$ cat config.mk
export PLATFORM = sky130hd
export DESIGN_NAME = xbs_sched
export DESIGN_NICKNAME = d
export VERILOG_FILES = /design/src/rtl/xbs_pkg.sv /design/src/rtl/xbs_dest_arb.sv /design/src/rtl/xbs_path_limit.sv /design/src/rtl/xbs_sched.sv
export SDC_FILE = /design/constraint.sdc
export NUM_CORES = 1
export LEC_CHECK = 0
export ABC_AREA = 0
export BUFFER_PORTS_ARGS = -buffer_cell sky130_fd_sc_hd__buf_2
export CAP_MARGIN = 20
export CORE_MARGIN = 8
export CORE_UTILIZATION = 35
export DETAILED_ROUTE_END_ITERATION = 8
export SYNTH_ARGS = -nofsm -noshare
export SYNTH_HDL_FRONTEND = slang
export SYNTH_SLANG_ARGS = --single-unit
$ cat constraint.sdc
create_clock -name clk -period 32.8 [get_ports clk]
set_clock_uncertainty 0.15 [all_clocks]
set_input_delay 3.28 -clock clk [delete_from_list [all_inputs] [get_ports clk]]
set_output_delay 3.28 -clock clk [all_outputs]
set_load 0.02 [all_outputs]
$ cat src/rtl/xbs_pkg.sv
package xbs_pkg;
  localparam int XT_W = 2;

  function automatic logic xt_is_long(input logic [XT_W-1:0] t);
    return t[XT_W-1];
  endfunction

  function automatic int unsigned beats_for(input logic [XT_W-1:0] t,
                                            input int unsigned short_b,
                                            input int unsigned long_b);
    return xt_is_long(t) ? long_b : short_b;
  endfunction
endpackage

$ cat src/rtl/xbs_dest_arb.sv
module xbs_dest_arb #(
  parameter int NPORTS = 8,
  localparam int IDW = (NPORTS > 1) ? $clog2(NPORTS) : 1
) (
  input  logic [NPORTS-1:0] cand_hi,
  input  logic [NPORTS-1:0] cand_lo,
  input  logic [IDW-1:0]    last_win,
  output logic              win_valid,
  output logic              win_hi,
  output logic [IDW-1:0]    win_idx
);
  // first set bit after 'last', wrapping around
  function automatic logic [IDW-1:0] rr_first(input logic [NPORTS-1:0] mask,
                                              input logic [IDW-1:0] last);
    logic [IDW-1:0] pick;
    logic got;
    pick = '0;
    got  = 1'b0;
    for (int k = 1; k <= NPORTS; k++) begin
      int idx;
      idx = (int'(last) + k) % NPORTS;
      if (!got && mask[idx]) begin
        pick = IDW'(idx);
        got  = 1'b1;
      end
    end
    return pick;
  endfunction

  logic [NPORTS-1:0] pool;

  always_comb begin
    win_hi    = |cand_hi;
    pool      = win_hi ? cand_hi : cand_lo;
    win_valid = |pool;
    win_idx   = rr_first(pool, last_win);
  end
endmodule

$ cat src/rtl/xbs_path_limit.sv
module xbs_path_limit #(
  parameter int NPORTS = 8,
  parameter int NPATHS = 8
) (
  input  logic [NPORTS-1:0] win_valid,
  input  logic [NPORTS-1:0] win_hi,
  input  logic [NPORTS-1:0] busy,
  output logic [NPORTS-1:0] admit
);
  int unsigned busy_n;
  int unsigned free_n;
  int unsigned used_n;

  always_comb begin
    busy_n = $countones(busy);
    free_n = (busy_n >= NPATHS) ? 0 : (NPATHS - busy_n);
    used_n = 0;
    admit  = '0;
    for (int d = 0; d < NPORTS; d++) begin
      if (win_valid[d] && win_hi[d] && used_n < free_n) begin
        admit[d] = 1'b1;
        used_n   = used_n + 1;
      end
    end
    for (int d = 0; d < NPORTS; d++) begin
      if (win_valid[d] && !win_hi[d] && used_n < free_n) begin
        admit[d] = 1'b1;
        used_n   = used_n + 1;
      end
    end
  end
endmodule

$ cat src/rtl/xbs_sched.sv
module xbs_sched import xbs_pkg::*; #(
  parameter int NPORTS      = 8,
  parameter int NPATHS      = 8,
  parameter int SHORT_BEATS = 1,
  parameter int LONG_BEATS  = 4,
  localparam int IDW = (NPORTS > 1) ? $clog2(NPORTS) : 1,
  localparam int MAXB = (LONG_BEATS > SHORT_BEATS) ? LONG_BEATS : SHORT_BEATS,
  localparam int CW = $clog2(MAXB + 1)
) (
  input  logic                   clk,
  input  logic                   rst_n,
  input  logic [NPORTS-1:0]      req_valid,
  input  logic [NPORTS-1:0]      req_hi,
  input  logic [NPORTS*IDW-1:0]  req_dest,
  input  logic [NPORTS*XT_W-1:0] req_type,
  input  logic [NPORTS-1:0]      dst_ready,
  output logic [NPORTS-1:0]      grant,
  output logic [NPORTS-1:0]      src_busy,
  output logic [NPORTS-1:0]      dst_busy,
  output logic [NPORTS-1:0]      notify_valid,
  output logic [NPORTS*IDW-1:0]  notify_src,
  output logic [NPORTS*XT_W-1:0] notify_type,
  output logic [NPORTS-1:0]      notify_hi,
  output logic [NPORTS*IDW-1:0]  xbar_sel
);
  logic [CW-1:0]     beat_cnt [NPORTS];
  logic [IDW-1:0]    owner    [NPORTS];
  logic [IDW-1:0]    rr_last  [NPORTS];
  logic [NPORTS-1:0] cand_hi  [NPORTS];
  logic [NPORTS-1:0] cand_lo  [NPORTS];
  logic [IDW-1:0]    win_idx  [NPORTS];
  logic [XT_W-1:0]   win_type [NPORTS];
  logic [NPORTS-1:0] win_valid, win_hi;
  logic [NPORTS-1:0] evt_start;   // per target: a burst starts at this edge
  logic [NPORTS-1:0] grant_nx;

  // busy state of both ends
  always_comb begin
    src_busy = '0;
    for (int d = 0; d < NPORTS; d++) begin
      dst_busy[d] = (beat_cnt[d] != '0);
      xbar_sel[d*IDW +: IDW] = dst_busy[d] ? owner[d] : '0;
      for (int s = 0; s < NPORTS; s++)
        if (dst_busy[d] && owner[d] == IDW'(s)) src_busy[s] = 1'b1;
    end
  end

  // eligible requests, sorted per target and lane
  always_comb begin
    for (int d = 0; d < NPORTS; d++) begin
      for (int s = 0; s < NPORTS; s++) begin
        logic ok;
        ok = req_valid[s] && !src_busy[s] && dst_ready[d] && !dst_busy[d]
             && (req_dest[s*IDW +: IDW] == IDW'(d));
        cand_hi[d][s] = ok && req_hi[s];
        cand_lo[d][s] = ok && !req_hi[s];
      end
    end
  end

  for (genvar d = 0; d < NPORTS; d++) begin : g_arb
    xbs_dest_arb #(.NPORTS(NPORTS)) u_arb (
      .cand_hi  (cand_hi[d]),
      .cand_lo  (cand_lo[d]),
      .last_win (rr_last[d]),
      .win_valid(win_valid[d]),
      .win_hi   (win_hi[d]),
      .win_idx  (win_idx[d])
    );
    assign win_type[d] = req_type[win_idx[d]*XT_W +: XT_W];
  end

  xbs_path_limit #(.NPORTS(NPORTS), .NPATHS(NPATHS)) u_lim (
    .win_valid(win_valid),
    .win_hi   (win_hi),
    .busy     (dst_busy),
    .admit    (evt_start)
  );

  always_comb begin
    grant_nx = '0;
    for (int d = 0; d < NPORTS; d++)
      if (evt_start[d]) grant_nx[win_idx[d]] = 1'b1;
  end

  always_ff @(posedge clk or negedge rst_n) begin
    if (!rst_n) begin
      grant        <= '0;
      notify_valid <= '0;
      notify_src   <= '0;
      notify_type  <= '0;
      notify_hi    <= '0;
      for (int d = 0; d < NPORTS; d++) begin
        beat_cnt[d] <= '0;
        owner[d]    <= '0;
        rr_last[d]  <= IDW'(NPORTS - 1);
      end
    end else begin
      grant <= grant_nx;
      for (int d = 0; d < NPORTS; d++) begin
        notify_valid[d] <= evt_start[d];
        if (evt_start[d]) begin
          beat_cnt[d] <= CW'(beats_for(win_type[d], SHORT_BEATS, LONG_BEATS));
          owner[d]    <= win_idx[d];
          rr_last[d]  <= win_idx[d];
          notify_src[d*IDW +: IDW]    <= win_idx[d];
          notify_type[d*XT_W +: XT_W] <= win_type[d];
          notify_hi[d]                <= win_hi[d];
        end else if (beat_cnt[d] != '0) begin
          beat_cnt[d] <= beat_cnt[d] - 1'b1;
        end
      end
    end
  end
endmodule

Word level (Yosys, flattened, before mapping)
Cells that the tools add are included.
Widths: inputs -> output; s select.
Operators by class
  shift-type cells: 8
  add/sub/neg operators: 94
  bitwise gates (word level): 71
  equality and inequality tests: 112
  magnitude comparators: 97
  multiplexer cells: 472
  reduce and logical (&&, ||, !) cells: 688
Operators with widths (number)
  $logic_and 1x1->1: 488
  $mux 32: 15
  $lt 32x32->1: 14
  $add 32x1->32 const B: 13
  $lt 4x5->1 const B: 64
  $mux 3: 96
  $mux 1: 273
  $bmux 1 s3: 64
  $eq 3x3->1 const B: 64
  $reduce_or 3->1: 64
  $mux 8: 16
  $reduce_or 8->1: 16
  $shiftx 16x5->2: 8
  $add 3x3->3 const B: 32
  $add 32x32->32: 3
  $eq 3x2->1 const B: 32
  $logic_not 1->1: 88
  $and 1x1->1 const A: 64
  $or 8x8->8: 7
  $add 3x1->3 const B: 16
  $add 3x2->3 const B: 16
  $eq 3x1->1 const B: 16
  $logic_not 3->1: 16
  $ge 32x4->1 const B: 1
  11 further kinds: 56
Storage, ports and cells
  logic and storage cells: 1584
  flip-flop bits (word level): 112
  output and inout port bits: 104

Logic depth before layout (Yosys ltp)
  word-level depth: 68
  gate-level depth with buffers: 160
  mapped depth without buffers: 157

Hierarchy
Synthesis repeated with hierarchy kept, for this count alone.
Unflattened totals
  cells, all modules: 3107
  area total of the unflattened synthesis: 24086.9 um2
Modules (own cells, without submodules)
  xbs_dest_arb: cells each 189, sequential area each 0.0 um2, times used 8, area each 1385.1 um2
  xbs_sched: cells each 959, sequential area each 2832.7 um2, times used 1, area each 8025.2 um2
  xbs_path_limit: cells each 636, sequential area each 0.0 um2, times used 1, area each 4981.0 um2

Least setup slack after synthesis
Ideal clock, no wire load.
  kind: in2reg
  from: input port req_valid[3]
  to: register owner[2] (netlist name)
  setup slack: 3.178 ns
  cell stages on the path: 136
  buffers on the path: 0
  library setup time: 0.125 ns
  arrival time: 29.348 ns
  required time: 32.525 ns
  cell sequence: nor2b_1 -> and2_1 -> a32o_1 -> a221o_1 -> nor3_1 -> a21oi_1 -> o21ai_0 -> nand2b_1 -> ha_1 -> nand2b_1 -> a21oi_1 -> o22ai_2 -> nand2_1 -> o21ai_0 -> ha_1 -> o21ai_0 -> o311ai_1 -> a21o_1 -> (+100 left out) -> a21oi_1 -> a41oi_1 -> nand2_1 -> a21oi_1 -> nand2_1 -> nor3b_1 -> nor2_1 -> o31ai_1 -> ha_1 -> a21o_1 -> a21o_1 -> a21oi_1 -> a211o_1 -> a21oi_1 -> o21ai_0 -> o211ai_1 -> o21ai_2 -> mux2_2
On the way
  longest elaborated chain between the ends: 56
  elaborated cells on any way between the ends: 204
  those cells by class: add/sub: 14; order compare: 15; mux: 64; reduce/logical: 111
Ends and longest elaborated chain
  start: declaration: RTL line xbs_sched.sv:12  | input logic [NPORTS-1:0] req_valid,
  $logic_and 1x1->1 *: RTL line xbs_sched.sv:53  | ok = req_valid[s] && !src_busy[s] && dst_ready[d] && !dst_busy[d]
  $logic_and 1x1->1 (2 in series): RTL line xbs_sched.sv:53
  $logic_and 1x1->1: RTL line xbs_sched.sv:54  | && (req_dest[s*IDW +: IDW] == IDW'(d));
  $logic_and 1x1->1: RTL line xbs_sched.sv:55  | cand_hi[d][s] = ok && req_hi[s];
  $reduce_or 8->1: RTL line xbs_dest_arb.sv:33  | win_hi = |cand_hi;
  $mux 8: RTL line xbs_dest_arb.sv:34  | pool = win_hi ? cand_hi : cand_lo;
  $reduce_or 8->1: RTL line xbs_dest_arb.sv:35  | win_valid = |pool;
  $logic_and 1x1->1 (2 in series): RTL line xbs_path_limit.sv:20  | if (win_valid[d] && win_hi[d] && used_n < free_n) begin
  (+38 left out)
  $logic_and 1x1->1: RTL line xbs_path_limit.sv:26  | if (win_valid[d] && !win_hi[d] && used_n < free_n) begin
  $mux 32: RTL line xbs_path_limit.sv:26
  $lt 32x32->1: RTL line xbs_path_limit.sv:26
  $logic_and 1x1->1: RTL line xbs_path_limit.sv:26
  $mux 32: RTL line xbs_path_limit.sv:26
  $lt 32x32->1: RTL line xbs_path_limit.sv:26
  $logic_and 1x1->1: RTL line xbs_path_limit.sv:26
  $mux 1: RTL line xbs_path_limit.sv:26
  end signal: indexed assignment: RTL line xbs_sched.sv:104  | owner[d] <= win_idx[d];
  end: declaration: RTL line xbs_sched.sv:27  | logic [IDW-1:0] owner [NPORTS];
Every way passes the cells marked *; elsewhere a longest branch is shown, timed or not. The select of a mux whose other input is x is not followed.
A chain may end at the register's enable or synchronous reset.

Worst setup path after layout
  from: input port req_valid[0]
  to: register rr_last[2] (netlist name)
On the way
  longest elaborated chain between the ends: 56
  elaborated cells on any way between the ends: 204
  those cells by class: add/sub: 14; order compare: 15; mux: 64; reduce/logical: 111
Ends and longest elaborated chain
  $logic_and 1x1->1 *: RTL line xbs_sched.sv:53
  $logic_and 1x1->1 (2 in series): RTL line xbs_sched.sv:53
  $logic_and 1x1->1: RTL line xbs_sched.sv:54
  $logic_and 1x1->1: RTL line xbs_sched.sv:55
  $reduce_or 8->1: RTL line xbs_dest_arb.sv:33
  $mux 8: RTL line xbs_dest_arb.sv:34
  $reduce_or 8->1: RTL line xbs_dest_arb.sv:35
  $logic_and 1x1->1 (2 in series): RTL line xbs_path_limit.sv:20
  (+38 left out)
  $logic_and 1x1->1: RTL line xbs_path_limit.sv:26
  $mux 32: RTL line xbs_path_limit.sv:26
  $lt 32x32->1: RTL line xbs_path_limit.sv:26
  $logic_and 1x1->1: RTL line xbs_path_limit.sv:26
  $mux 32: RTL line xbs_path_limit.sv:26
  $lt 32x32->1: RTL line xbs_path_limit.sv:26
  $logic_and 1x1->1: RTL line xbs_path_limit.sv:26
  $mux 1: RTL line xbs_path_limit.sv:26
  end signal: indexed assignment: RTL line xbs_sched.sv:96  | rr_last[d] <= IDW'(NPORTS - 1);
  end signal: indexed assignment: RTL line xbs_sched.sv:105  | rr_last[d] <= win_idx[d];
  end: declaration: RTL line xbs_sched.sv:28  | logic [IDW-1:0] rr_last [NPORTS];
Marked as above.

==> flow_summary.ini <==
[critical_path]
worstPathArrival_ns = 31.15
endpoint = rr_last[2]
crit_top_cell = ha_1
cp_slowest_cell = or4b_2
crit_path_start = req_valid[0]
critical_path_class = in -> reg
ff2ff_setup_slack_ns = 2.00
r2r_start = beat_cnt[18]
crit_required_ns = 32.98
critPathCaptureType = register
max_stage_delay_ns = 0.60
worst-path-buf-inv = 11
rr_worst_depth = 153
crit_fanout = 11
path_depth = 145
cp-start-kind = primary input
crit_family = compound AO/OA/AOI/OAI gates
r2r-end = rr_last[2]

[cts]
clk_latency_ns = 0.41
max-clock-path-buffers = 2
cts.sinks = 112
cts_tree = done
holdBufCountCts = 0
path_clk_slew_ns = 0.08
numCtsBuffers = 9
h-tree-depth = 3
clockRootBuffer = clkbuf_16

[floorplanning]
start_util_pct = 35.3
rows = 86
die_h_um = 251
die_w_um = 251
core_um2 = 55000
die_area_um2 = 63200
io_pins = 170

[drt]
vias = 21600
vias_per_cell = 6.10
drt_iter0_drc = 2117
drt_pass1_iterations = 7
post_drt_wl_per_cell_um = 23.5
drc = 0
drt_wl_total_um = 83500
ant_nets = 0

[pwr]
power.leakage_nw = 10.3
peakVddDrop_mv = 0.255
p_per_area_nw_per_um2 = 123

[sta]
timing.fmax_ghz = 0.0323
hold_violations = 0
setup_tns_ns = 0
max-slew-margin-rel_pct = 28.2
drv_slew = 0
period_share_pct = 94.4
tightest_slew_ns = 1.07
period_minus_slack_ns = 30.97
setup_viol = 0
setup_ws_ns = 1.83

[yosys]
synth_area_um2 = 19400
avgSynthCellArea_um2 = 7.66
yosys_warnings = 0
postSynthCellCount = 2532
synth_top_cells_by_area = dfrtp_1 (11%), ha_1 (10%), mux2i_1 (5.8%)
synth.distinct_cells = 113
ys_ff_latch = 112
synth_top_area_share_pct = 11.4
async_flop_share_pct = 100
ys_seq_area_share_pct = 14.6
synth-main-ff-cell = dfrtp_1
synth_top_area_cell = dfrtp_1
synth_edf_count = 0

[layout]
finalCoreUtilization_pct = 40.7
n_fill_cell = 5726
drive_above_1_share_pct = 18.9
nNetsFinal = 3014
post-route-cell-area_um2 = 22400
syn2layout_area_growth_pct = 15.4
final_cells = 3549

[global_route]
grt_pass1_vias = 20500
grt_pass1_wl_um = 124000
antenna_found_initial = 12
overflow = 0
grt_max_degree = 59
track_usage_pct = 25.2

[placement]
dpl.hpwl_um = 67700
place_congestion = 1.02
port_buffers = 169
dp_slack_ns = -0.724
place_area_um2 = 21600
dp.cells = 3501

[job]
maxCapViolCount = 0

[worst_hold_path]
hold_path_class = reg -> reg
hold_start = notify_type[5]

[status]
outcome = finished, final reports clean
cell usage after synthesis, types with 14 or more instances:
cell type and number:
nand2_1 245, nor2_1 234, ha_1 158, a21oi_1 141, o21ai_0 133, mux2i_1 113, inv_1 111, dfrtp_1 88
clkbuf_1 82, nor3_1 78, nand3_1 74, mux2_2 71, nand4_1 53, nor2b_1 53, a21o_1 52, and2_1 52
nor4_1 46, o21a_1 46, nand2b_1 40, xnor2_1 40, mux4_2 37, o211ai_1 34, and3_1 33, a211oi_1 31
a31oi_1 28, dfstp_2 24, o211a_1 19, o31ai_1 18, or3_1 18, o21bai_1 17, a21boi_0 15, a22oi_1 15
xor2_1 15, o22ai_1 14
tightest hold or removal path, delay by kind of cell, from the launching register on:
family        cells  cell delay [ns]
simple gates      2             0.11
flops             1             0.35
area by class of cell:
class	count	area, um2	area share [%]
well taps	748	936	4.18
flip-flops and latches	112	2830	12.7
clock inverters	7	65.1	0.291
repair buffers	248	1460	6.51
clock buffers	9	225	1.01
inverters	137	523	2.34
multi-input cells	2278	16300	72.9
diodes	10	25.0	0.112
cells in the final DEF, fill, tap and decap left out, drive strengths merged, types with 16 or more instances in the layout:
cell type  count
mux2i        113
a21oi        141
buf          248
o211a         19
o22ai         16
ha           158
o21ai        141
a31oi         28
and2          54
and3          33
a211oi        32
inv          124
nor4          48
nand2b        40
nor2b         55
o21a          46
nor2         237
nand3         75
conb         104
clkinv        16
or3           18
nand4         54
o21bai        17
o211ai        34
mux2          71
nand2        245
o31ai         18
a21o          52
xnor2         45
mux4          37
nor3          82
dfstp         24
xor2          16
dfrtp         88
cells by family after synthesis:
logic type	share of synthesized area (%)
and+or+nand+nor	27.5
AOI/OAI and AO/OA	24.5
buffers and inverters	4.93
muxes	14.3
adders and majority gates	10.6
DFF	14.6
xor gates and xnor gates	3.59
other	0.0387
through the flow:
step | hold WS, ns | power [mW]
after floorplan | 0.336 | 1.81
after CTS | 0.332 | 2.64
final | 0.332 | 2.75
after detailed placement | 0.315 | 2.51
after global routing | 0.361 | 2.97
after global placement | 0.310 | 2.46
sequential cells by signal, summed over array words and instances (netlist names):
name,cells
beat_cnt,24
rr_last,24
notify_src,21
notify_type,16
grant,8
notify_hi,8
notify_valid,8
owner,3
worst min path at each step:
stage / end / slack [ns] / cells after the start
2_1_floorplan: beat_cnt[20] / 0.34 / 1
4_1_cts: notify_type[7] / 0.33 / 1
3_5_place_dp: notify_type[7] / 0.32 / 1
3_3_place_gp: notify_type[7] / 0.31 / 1
6_report: notify_type[5] / 0.33 / 2
5_1_grt: notify_type[3] / 0.36 / 1
power by group:
| group | switching [mW] | internal (mW) |
|---|---|---|
| registers | 0.106 | 0.207 |
| logic | 1.48 | 0.839 |
| clock network | 0.0649 | 0.0531 |
what timing repair did:
action / CTS / global route
pin swaps: 0 / 11
buffers inserted: 0 / 22
gates resized for setup: 4 / 70
endpoints found under the setup margin: 19 / 33
routing by layer:
metal / GRT usage, % / part of all wire (%)
met1: 33.0 / 43
met2: 39.8 / 45
met3: 5.05 / 8.4
met4: 10.8 / 4.2
met5: 0 / 0.068
Note: power is estimated with default switching activity, not from simulation.
